[src/rtl/lcd_seq_pkg.sv]
package lcd_seq_pkg;

    typedef enum logic [3:0] {
        ST_OFF,
        ST_SUPPLY,
        ST_PIXWAIT,
        ST_DISPDLY,
        ST_BLDLY,
        ST_RUN,
        ST_DN_BL,
        ST_DN_DISP,
        ST_DN_DATA
    } seq_state_e;

    typedef struct packed {
        seq_state_e state;
    } seq_regs_t;

    function automatic longint unsigned us_to_cycles(longint unsigned clk_hz,
                                                     longint unsigned us);
        return (clk_hz * us) / 64'd1000000;
    endfunction

endpackage

[src/rtl/lcd_seq_timer.sv]
module lcd_seq_timer #(
    parameter int TW = 8
) (
    input  logic          clk,
    input  logic          rst,
    input  logic          load,
    input  logic [TW-1:0] load_val,
    output logic          done
);
    logic [TW-1:0] cnt_d, cnt_q;

    always_comb begin
        cnt_d = cnt_q;
        if (load)
            cnt_d = load_val;
        else if (cnt_q != '0)
            cnt_d = cnt_q - TW'(1);
    end

    always_ff @(posedge clk) begin
        if (rst) cnt_q <= '0;
        else     cnt_q <= cnt_d;
    end

    assign done = (cnt_q == '0);

    // each idle cycle takes exactly one count off a running delay
    p_timer_step_r2: assert property (@(posedge clk) disable iff (rst)
        (!load && cnt_q != '0) |=> (cnt_q == $past(cnt_q) - TW'(1)));

    p_timer_hold_r2: assert property (@(posedge clk) disable iff (rst)
        (!load && cnt_q == '0) |=> (cnt_q == '0));

endmodule

[src/rtl/lcd_bl_pwm.sv]
module lcd_bl_pwm #(
    parameter int PERIOD = 256,
    parameter int DW     = $clog2(PERIOD + 1)
) (
    input  logic          clk,
    input  logic          rst,
    input  logic          en,
    input  logic [DW-1:0] duty,
    output logic          pwm
);
    localparam int CW = (PERIOD > 2) ? $clog2(PERIOD) : 1;

    logic [CW-1:0] cnt_d, cnt_q;
    logic          pwm_d, pwm_q;

    always_comb begin
        if (!en)
            cnt_d = '0;
        else if (cnt_q == CW'(PERIOD - 1))
            cnt_d = '0;
        else
            cnt_d = cnt_q + CW'(1);
        pwm_d = en && (DW'(cnt_q) < duty);
    end

    always_ff @(posedge clk) begin
        if (rst) begin
            cnt_q <= '0;
            pwm_q <= 1'b0;
        end else begin
            cnt_q <= cnt_d;
            pwm_q <= pwm_d;
        end
    end

    assign pwm = pwm_q;

    p_pwm_wrap_r7: assert property (@(posedge clk) disable iff (rst)
        32'(cnt_q) < PERIOD);

    p_pwm_idle_r7: assert property (@(posedge clk) disable iff (rst)
        !en |=> !pwm);

endmodule

[src/rtl/lcd_pwr_seq.sv]
module lcd_pwr_seq
    import lcd_seq_pkg::*;
#(
    parameter int unsigned CLK_HZ     = 100_000_000,
    parameter int unsigned T_SUP_US   = 1000,
    parameter int unsigned T_DISP_US  = 10000,
    parameter int unsigned T_BL_US    = 160000,
    parameter int unsigned T_DN_US    = 1000,
    parameter int          PIX_W      = 24,
    parameter int          PWM_PERIOD = 256,
    parameter int          DW         = $clog2(PWM_PERIOD + 1)
) (
    input  logic             clk,
    input  logic             rst,
    input  logic             pwr_req,
    input  logic             pix_valid,
    input  logic             de_in,
    input  logic [PIX_W-1:0] pix_in,
    input  logic [DW-1:0]    duty,
    output logic             supply_en,
    output logic             de_out,
    output logic [PIX_W-1:0] pix_out,
    output logic             disp_on,
    output logic             bl_en,
    output logic             panel_ready
);
    localparam longint unsigned C_SUP  = us_to_cycles(64'(CLK_HZ), 64'(T_SUP_US));
    localparam longint unsigned C_DISP = us_to_cycles(64'(CLK_HZ), 64'(T_DISP_US));
    localparam longint unsigned C_BL   = us_to_cycles(64'(CLK_HZ), 64'(T_BL_US));
    localparam longint unsigned C_DN   = us_to_cycles(64'(CLK_HZ), 64'(T_DN_US));
    localparam longint unsigned C_M1   = (C_SUP > C_DISP) ? C_SUP : C_DISP;
    localparam longint unsigned C_M2   = (C_BL > C_DN) ? C_BL : C_DN;
    localparam longint unsigned C_MAX  = (C_M1 > C_M2) ? C_M1 : C_M2;
    localparam int              TW     = (C_MAX > 1) ? $clog2(C_MAX + 1) : 1;

    // parameter ranges checked at elaboration
    if (T_SUP_US < 500 || T_SUP_US > 100000) begin : g_bad_sup
        $error("supply settle delay out of range 500..100000 us");
    end
    if (T_DISP_US > 200000) begin : g_bad_disp
        $error("display-on delay above 200000 us");
    end
    if (T_BL_US < 160000) begin : g_bad_bl
        $error("backlight settle delay below 160000 us");
    end
    if (PWM_PERIOD < 2) begin : g_bad_pwm
        $error("PWM period must be at least 2");
    end

    seq_regs_t     r_d, r_q;
    logic          tmr_load;
    logic [TW-1:0] tmr_val;
    logic          tmr_done;
    logic          gate_open;
    logic          running;
    logic          pwm_raw;

    always_comb begin
        r_d      = r_q;
        tmr_load = 1'b0;
        tmr_val  = '0;
        unique case (r_q.state)
            ST_OFF: if (pwr_req) begin
                r_d.state = ST_SUPPLY;
                tmr_load  = 1'b1;
                tmr_val   = TW'(C_SUP);
            end
            ST_SUPPLY: if (!pwr_req) begin
                r_d.state = ST_DN_DATA;
                tmr_load  = 1'b1;
                tmr_val   = TW'(C_DN);
            end else if (tmr_done) begin
                r_d.state = ST_PIXWAIT;
            end
            ST_PIXWAIT: if (!pwr_req) begin
                r_d.state = ST_DN_DISP;
                tmr_load  = 1'b1;
                tmr_val   = TW'(C_DN);
            end else if (pix_valid) begin
                r_d.state = ST_DISPDLY;
                tmr_load  = 1'b1;
                tmr_val   = TW'(C_DISP);
            end
            ST_DISPDLY: if (!pwr_req) begin
                r_d.state = ST_DN_DISP;
                tmr_load  = 1'b1;
                tmr_val   = TW'(C_DN);
            end else if (tmr_done) begin
                r_d.state = ST_BLDLY;
                tmr_load  = 1'b1;
                tmr_val   = TW'(C_BL);
            end
            ST_BLDLY: if (!pwr_req) begin
                r_d.state = ST_DN_BL;
                tmr_load  = 1'b1;
                tmr_val   = TW'(C_DN);
            end else if (tmr_done) begin
                r_d.state = ST_RUN;
            end
            ST_RUN: if (!pwr_req) begin
                r_d.state = ST_DN_BL;
                tmr_load  = 1'b1;
                tmr_val   = TW'(C_DN);
            end
            ST_DN_BL: if (tmr_done) begin
                r_d.state = ST_DN_DISP;
                tmr_load  = 1'b1;
                tmr_val   = TW'(C_DN);
            end
            ST_DN_DISP: if (tmr_done) begin
                r_d.state = ST_DN_DATA;
                tmr_load  = 1'b1;
                tmr_val   = TW'(C_DN);
            end
            ST_DN_DATA: if (tmr_done) begin
                r_d.state = ST_OFF;
            end
            default: r_d.state = ST_OFF;
        endcase
    end

    always_ff @(posedge clk) begin
        if (rst) r_q <= '{state: ST_OFF};
        else     r_q <= r_d;
    end

    lcd_seq_timer #(.TW(TW)) u_timer (
        .clk      (clk),
        .rst      (rst),
        .load     (tmr_load),
        .load_val (tmr_val),
        .done     (tmr_done)
    );

    lcd_bl_pwm #(.PERIOD(PWM_PERIOD), .DW(DW)) u_pwm (
        .clk  (clk),
        .rst  (rst),
        .en   (running),
        .duty (duty),
        .pwm  (pwm_raw)
    );

    always_comb begin
        running   = (r_q.state == ST_RUN);
        gate_open = r_q.state inside {ST_PIXWAIT, ST_DISPDLY, ST_BLDLY,
                                      ST_RUN, ST_DN_BL, ST_DN_DISP};
        supply_en   = (r_q.state != ST_OFF);
        disp_on     = r_q.state inside {ST_BLDLY, ST_RUN, ST_DN_BL};
        panel_ready = running;
        bl_en       = running && pwm_raw;
        de_out      = gate_open && de_in;
        pix_out     = gate_open ? pix_in : '0;
    end

    p_bl_needs_disp_r10: assert property (@(posedge clk) disable iff (rst)
        bl_en |-> disp_on);
    p_disp_needs_supply_r10: assert property (@(posedge clk) disable iff (rst)
        disp_on |-> supply_en);
    p_de_needs_supply_r10: assert property (@(posedge clk) disable iff (rst)
        de_out |-> supply_en);
    p_ready_needs_disp_r6: assert property (@(posedge clk) disable iff (rst)
        panel_ready |-> disp_on);
    p_supply_on_request_r2: assert property (@(posedge clk) disable iff (rst)
        $rose(supply_en) |-> $past(pwr_req));
    p_disp_after_gate_r4: assert property (@(posedge clk) disable iff (rst)
        $rose(disp_on) |-> $past(gate_open));
    p_no_rise_when_off_r9: assert property (@(posedge clk) disable iff (rst)
        !pwr_req |=> (!$rose(disp_on) && !$rose(panel_ready)));
    p_ready_drops_r8: assert property (@(posedge clk) disable iff (rst)
        (!pwr_req && panel_ready) |=> !panel_ready);

endmodule

[config.mk]
export PLATFORM = sky130hd
export DESIGN_NAME = lcd_pwr_seq
export DESIGN_NICKNAME = d
export VERILOG_FILES = /design/src/rtl/lcd_seq_pkg.sv /design/src/rtl/lcd_seq_timer.sv /design/src/rtl/lcd_bl_pwm.sv /design/src/rtl/lcd_pwr_seq.sv
export SDC_FILE = /design/constraint.sdc
export NUM_CORES = 1
export LEC_CHECK = 0
export BUFFER_PORTS_ARGS = -buffer_cell sky130_fd_sc_hd__buf_2
export CAP_MARGIN = 25
export CORE_ASPECT_RATIO = 1.1
export CORE_MARGIN = 2
export CORE_UTILIZATION = 56
export CTS_CLUSTER_DIAMETER = 80
export CTS_CLUSTER_SIZE = 28
export DETAILED_ROUTE_END_ITERATION = 8
export PLACE_DENSITY = 0.95
export SYNTH_ARGS = -nofsm -noshare
export SYNTH_HDL_FRONTEND = slang
export SYNTH_SLANG_ARGS = --single-unit
[constraint.sdc]
create_clock -name clk -period 5.7 [get_ports clk]
set_input_delay 0.57 -clock clk [delete_from_list [all_inputs] [get_ports clk]]
set_output_delay 0.57 -clock clk [all_outputs]
set_load 0.01 [all_outputs]
; ---- Word level (Yosys, flattened, before mapping)
; Cells that the tools add are included.
[op_classes]
add_sub_neg = 2
reduce_logical = 14
magnitude_cmp = 1
bitwise = 1
muxes = 32
n_eq_ne = 18
[op_table]
columns = op, n
row1 = $mux W24, 5
row2 = $pmux W24 S5, 1
row3 = $mux W4, 13
row4 = $mux W17, 3
row5 = $mux W20, 2
row6 = $pmux W4 S9, 1
row7 = $logic_not A24 Y1, 1
row8 = $reduce_bool A24 Y1, 1
row9 = $sub A24 B1 Y24 const B, 1
row10 = $eq A4 B3 Y1 const B, 4
row11 = $ne A3 B3 Y1 const B, 4
row12 = $ne A2 B2 Y1 const B, 5
row13 = $lt A8 B9 Y1, 1
row14 = $reduce_and A9 Y1, 1
row15 = $add A8 B1 Y8 const B, 1
row16 = $eq A4 B2 Y1 const B, 2
row17 = $eq A8 B8 Y1 const B, 1
row18 = $mux W1, 6
row19 = $reduce_bool A6 Y1, 1
row20 = $reduce_or A3 Y1, 2
row21 = $pmux W1 S5, 1
row22 = $eq A4 B1 Y1 const B, 1
row23 = $eq A4 B4 Y1 const B, 1
row24 = $logic_not A4 Y1, 1
row25 = other kinds (6), 8
[word_totals]
input_bits = 38
out_inout_bits = 29
ff_bits = 37

; ---- Logic depth before layout (Yosys ltp)
[depth]
depth_word = 5
depth_mapped = 9

; ---- Modules after synthesis
; Synthesis repeated with hierarchy kept, for this count alone.
[unflattened]
cells_unflattened = 327
area_unflattened_um2 = 2549.9
[by_module_without_submodules]
columns = module, instances, area_each_um2, cells_each
row1 = lcd_seq_timer, 1, 1310.0, 161
row2 = lcd_pwr_seq, 1, 703.2, 103
row3 = lcd_bl_pwm, 1, 536.8, 63

; ---- Worst setup path before layout
; No wires, ideal clock.
[synth_path]
kind = register to register
from = register u_timer.cnt_q[12]
to = register u_timer.cnt_q[15]
slack_ps = 3506
arrival_time_ps = 2066
stages_incl_launch_ff = 9
setup_ps = 128
path_buffers = 2
cell_sequence = dfxtp_1 > nor4_4 > nand3_2 > or4_1 > buf_2 > o21a_1 > buf_6 > a21oi_1 > nor2_1
[synth_via]
elab_chain_cells = 5
elab_cells_between_ends = 11
[synth_rtl]
columns = element, line
row1 = "start, declared", lcd_seq_timer.sv:10  ; logic [TW-1:0] cnt_d, cnt_q;
row2 = "start signal, assigned", lcd_seq_timer.sv:22  ; else cnt_q <= cnt_d;
row3 = "parallel branches: the longest is 5 deep, another holds $sub A24 B1 Y24", --
; Several ways; the timed one is not identified. The select of a mux whose other input is x is not followed.
; A chain may end at the register's enable or synchronous reset.

; ---- Worst setup path after layout
[layout_path]
from = register r_q[1] (netlist name)
to = output port pix_out[2]
[layout_via]
elab_chain_cells = 3
elab_cells_between_ends = 8
[layout_rtl]
columns = element, line
row1 = "start, declared", lcd_pwr_seq.sv:50  ; seq_regs_t r_d, r_q;
row2 = "start signal, assigned", lcd_pwr_seq.sv:123  ; if (rst) r_q <= '{state: ST_OFF};
row3 = "start signal, assigned", lcd_pwr_seq.sv:124  ; else r_q <= r_d;
row4 = $eq A4 B2 Y1 or $eq A4 B3 Y1 (tied branches), lcd_pwr_seq.sv:145  ; gate_open = r_q.state inside {ST_PIXWAIT, ST_DISPDLY, ST_BLDLY,
row5 = $reduce_bool A6 Y1 *, lcd_pwr_seq.sv:145
row6 = $mux W24 *, lcd_pwr_seq.sv:152  ; pix_out = gate_open ? pix_in : '0;
row7 = "end, declared", lcd_pwr_seq.sv:22  ; output logic [PIX_W-1:0] pix_out,
; Every way passes the cells marked *; elsewhere a longest branch is shown, timed or not.

==> results.txt <==
Row Count: 24
FMAX: 346 MHz
MaxCap Viol Count: 0
routed vias/inst: 5.46
H-tree Lvls: 2
most frequent cell after synthesis: nor2_1
share of the yosys chip area belonging to registers: 0.312
outcome: complete, no violations
Hold Crit Endpoint: u_pwm.cnt_q[0]
crit path DAT: 2320 ps
Synth Flop Type: dfxtp_1
DRT iter0 DRCs: 147
maximum clock insertion buffer count: 2
die width: 66.0 um
FF-to-FF Start: u_timer.cnt_q[12]
Post-Syn Area: 2370 um^2
Final Cycle Share: 0.507
I/O Buffers: 66
DR vias: 2262
placed cell area: 2710 um^2
nature of the critical path startpoint: register
total CTS buffers: 5
Setup Fix Bufs, Post-CTS: 0
multi-input logic area: 1520 um^2
post-route ant nets: 0
Seq cells post-synth: 37
Post-synth EDFFs: 0
vias in the first global route: 2196
relative slew slack: 0.325
crit path kind: reg -> out
cell count after synthesis: 301
R2R Path End: u_timer.cnt_q[2]
HP Start: u_pwm.cnt_q[0]
Worst VDD drop: 325 uV
Fillers: 323
Hold Crit Depth: 1
Area growth, synth to finish: 18.0%
Critical Path Fanout Max: 25
drt wl/cell: 13.3 um
Synth Area per Inst: 7.88 um^2
Area contributors post-synth: dfxtp_1 (31%), xor2_1 (7.4%), and2_1 (7.1%)
DRC violations left: 0
Register Area: 741 um^2
Worst Path Required: 5130 ps
Hold WC Path Type: reg -> reg
insertion delay to the later sink of the worst-skew pair: 290 ps
post-route minimum period: 2890 ps
Routed WL: 5.52 mm
final hold vios: 0
Finish-stage setup viols: 0
Sink Count: 37
R2R Setup Slk: 3080 ps
core outline area: 4020 um^2
Nets: 410
RSZ-0062 raised after global routing: no
TritonCTS clock tree: built
crit end category: primary output
DIE AREA: 4770 um^2
Ant. Diodes: 0
most instantiated cells after synthesis: nor2_1 (42), dfxtp_1 (37), and2_1 (27)
first-pass GRT wire length: 9.32 mm
HPWL after DPL: 4.13 mm
placer congestion estimate: 0.881
area share of the largest cell type after synthesis: 0.312
Die Span Y: 72.2 um
Worst Reg-to-Reg Cells: 6
Fin Setup TNS: 0 ps
initial antenna violation count: 0
Layout Utilization: 0.696
final instance area: 2800 um^2
top cell type by total area after synthesis: dfxtp_1
clk root buf: clkbuf_8
fin. max-slew vios: 0
layout cell share with drive strength beyond 1: 0.229
P_leak: 1.37 nW
gr usage total: 0.248
cts hold-fix bufs: 0
power density over cell area: 468 nW/um^2
Clk pin slew, worst setup/hold paths: 70 ps
Clock Skew: 5.42 ps
largest net degree at the start of global routing: 26
Yosys cell types: 51
Ports: 67
syn_nets: 349
cts repair resizes: 0
gr ovfl total: 0
Initial Util: 0.589
Slew @ Worst Pin: 1010 ps
Pre-Repair DR Iteration Count: 5
Post-synth ARST share: 0
Ys Warns: 0
metrics by stage:
step / hold WS, ps / power, mW / instances / setup WS (ps)
2_1_floorplan: 433 / 0.960 / 301 / 3510
3_3_place_gp: 452 / 1.09 / 407 / 3190
3_5_place_dp: 469 / 1.11 / 407 / 3110
4_1_cts: 482 / 1.31 / 414 / 2850
5_1_grt: 519 / 1.42 / 414 / 2560
6_report: 480 / 1.31 / 414 / 2810
cell type report:
| cell class | instances | share of cell area |
|---|---|---|
| Inverter | 14 | 0.0188 |
| Timing Repair Buffer | 66 | 0.118 |
| Clock buffer | 7 | 0.0308 |
| Tap cell | 52 | 0.0232 |
| Sequential cell | 37 | 0.265 |
| Multi-Input combinational cell | 238 | 0.544 |
worst max-delay path by stage:
stage	startpoint	end	slack, ps	cells after the start
6_report	r_q[1]	pix_out[2]	2810	4
5_1_grt	r_q[1]	pix_out[3]	2560	4
4_1_cts	r_q[1]	pix_out[2]	2850	4
3_5_place_dp	u_timer.cnt_q[12]	u_timer.cnt_q[2]	3110	6
3_3_place_gp	u_timer.cnt_q[12]	u_timer.cnt_q[1]	3190	6
2_1_floorplan	u_timer.cnt_q[12]	u_timer.cnt_q[15]	3510	8
power breakdown:
group          internal, mW  switching [mW]  total [mW]
Combinational         0.299           0.410       0.709
Clock                0.0959          0.0880       0.184
Sequential            0.322          0.0959       0.418
Total                 0.716           0.594        1.31
flip-flops by register name (all words and copies together) (netlist names):
register       flops
u_pwm.pwm          1
u_pwm.cnt_q        8
u_timer.cnt_q     24
r_q                4
critical path, stage by stage (launching register included):
cell	delay (ps)
dfxtp_1	710
nor2_1	160
nor2_1	790
and2_1	240
buf_2	130
kinds of logic (layout without fill, tap and decap cells):
family,count (synthesis),in the layout,synth area share
compound gates,57,57,0.157
buf+inv,26,87,0.0449
fa+ha+maj,10,10,0.0528
simple gates,142,142,0.324
xor+xnor,27,27,0.0997
flops,37,37,0.312
mux,2,2,0.00897
cells in the final DEF, fill, tap and decap left out, drive strengths merged, types with 2 or more instances in the layout:
cell / instances
nor4: 9
a211oi: 2
nor2b: 4
and2: 27
nor3: 10
o21ai: 7
nand2: 26
xnor2: 7
xor2: 20
nand2b: 6
clkbuf: 7
a221oi: 2
buf: 66
a21o: 6
nor3b: 2
a21oi: 25
ha: 10
dfxtp: 37
o22ai: 2
nand4: 3
o21a: 2
nor2: 42
inv: 14
or3: 3
nand3: 5
metal layers:
layer | up-vias | track usage | wire (um)
met4 | 0 | 0.0975 | 148
met1 | 1041 | 0.289 | 2360
met5 | - | 0 | 0
met3 | 19 | 0.0636 | 168
li1 | 1153 | - | -
met2 | 49 | 0.433 | 2850
No activity file was read; power rests on OpenSTA's default activity.
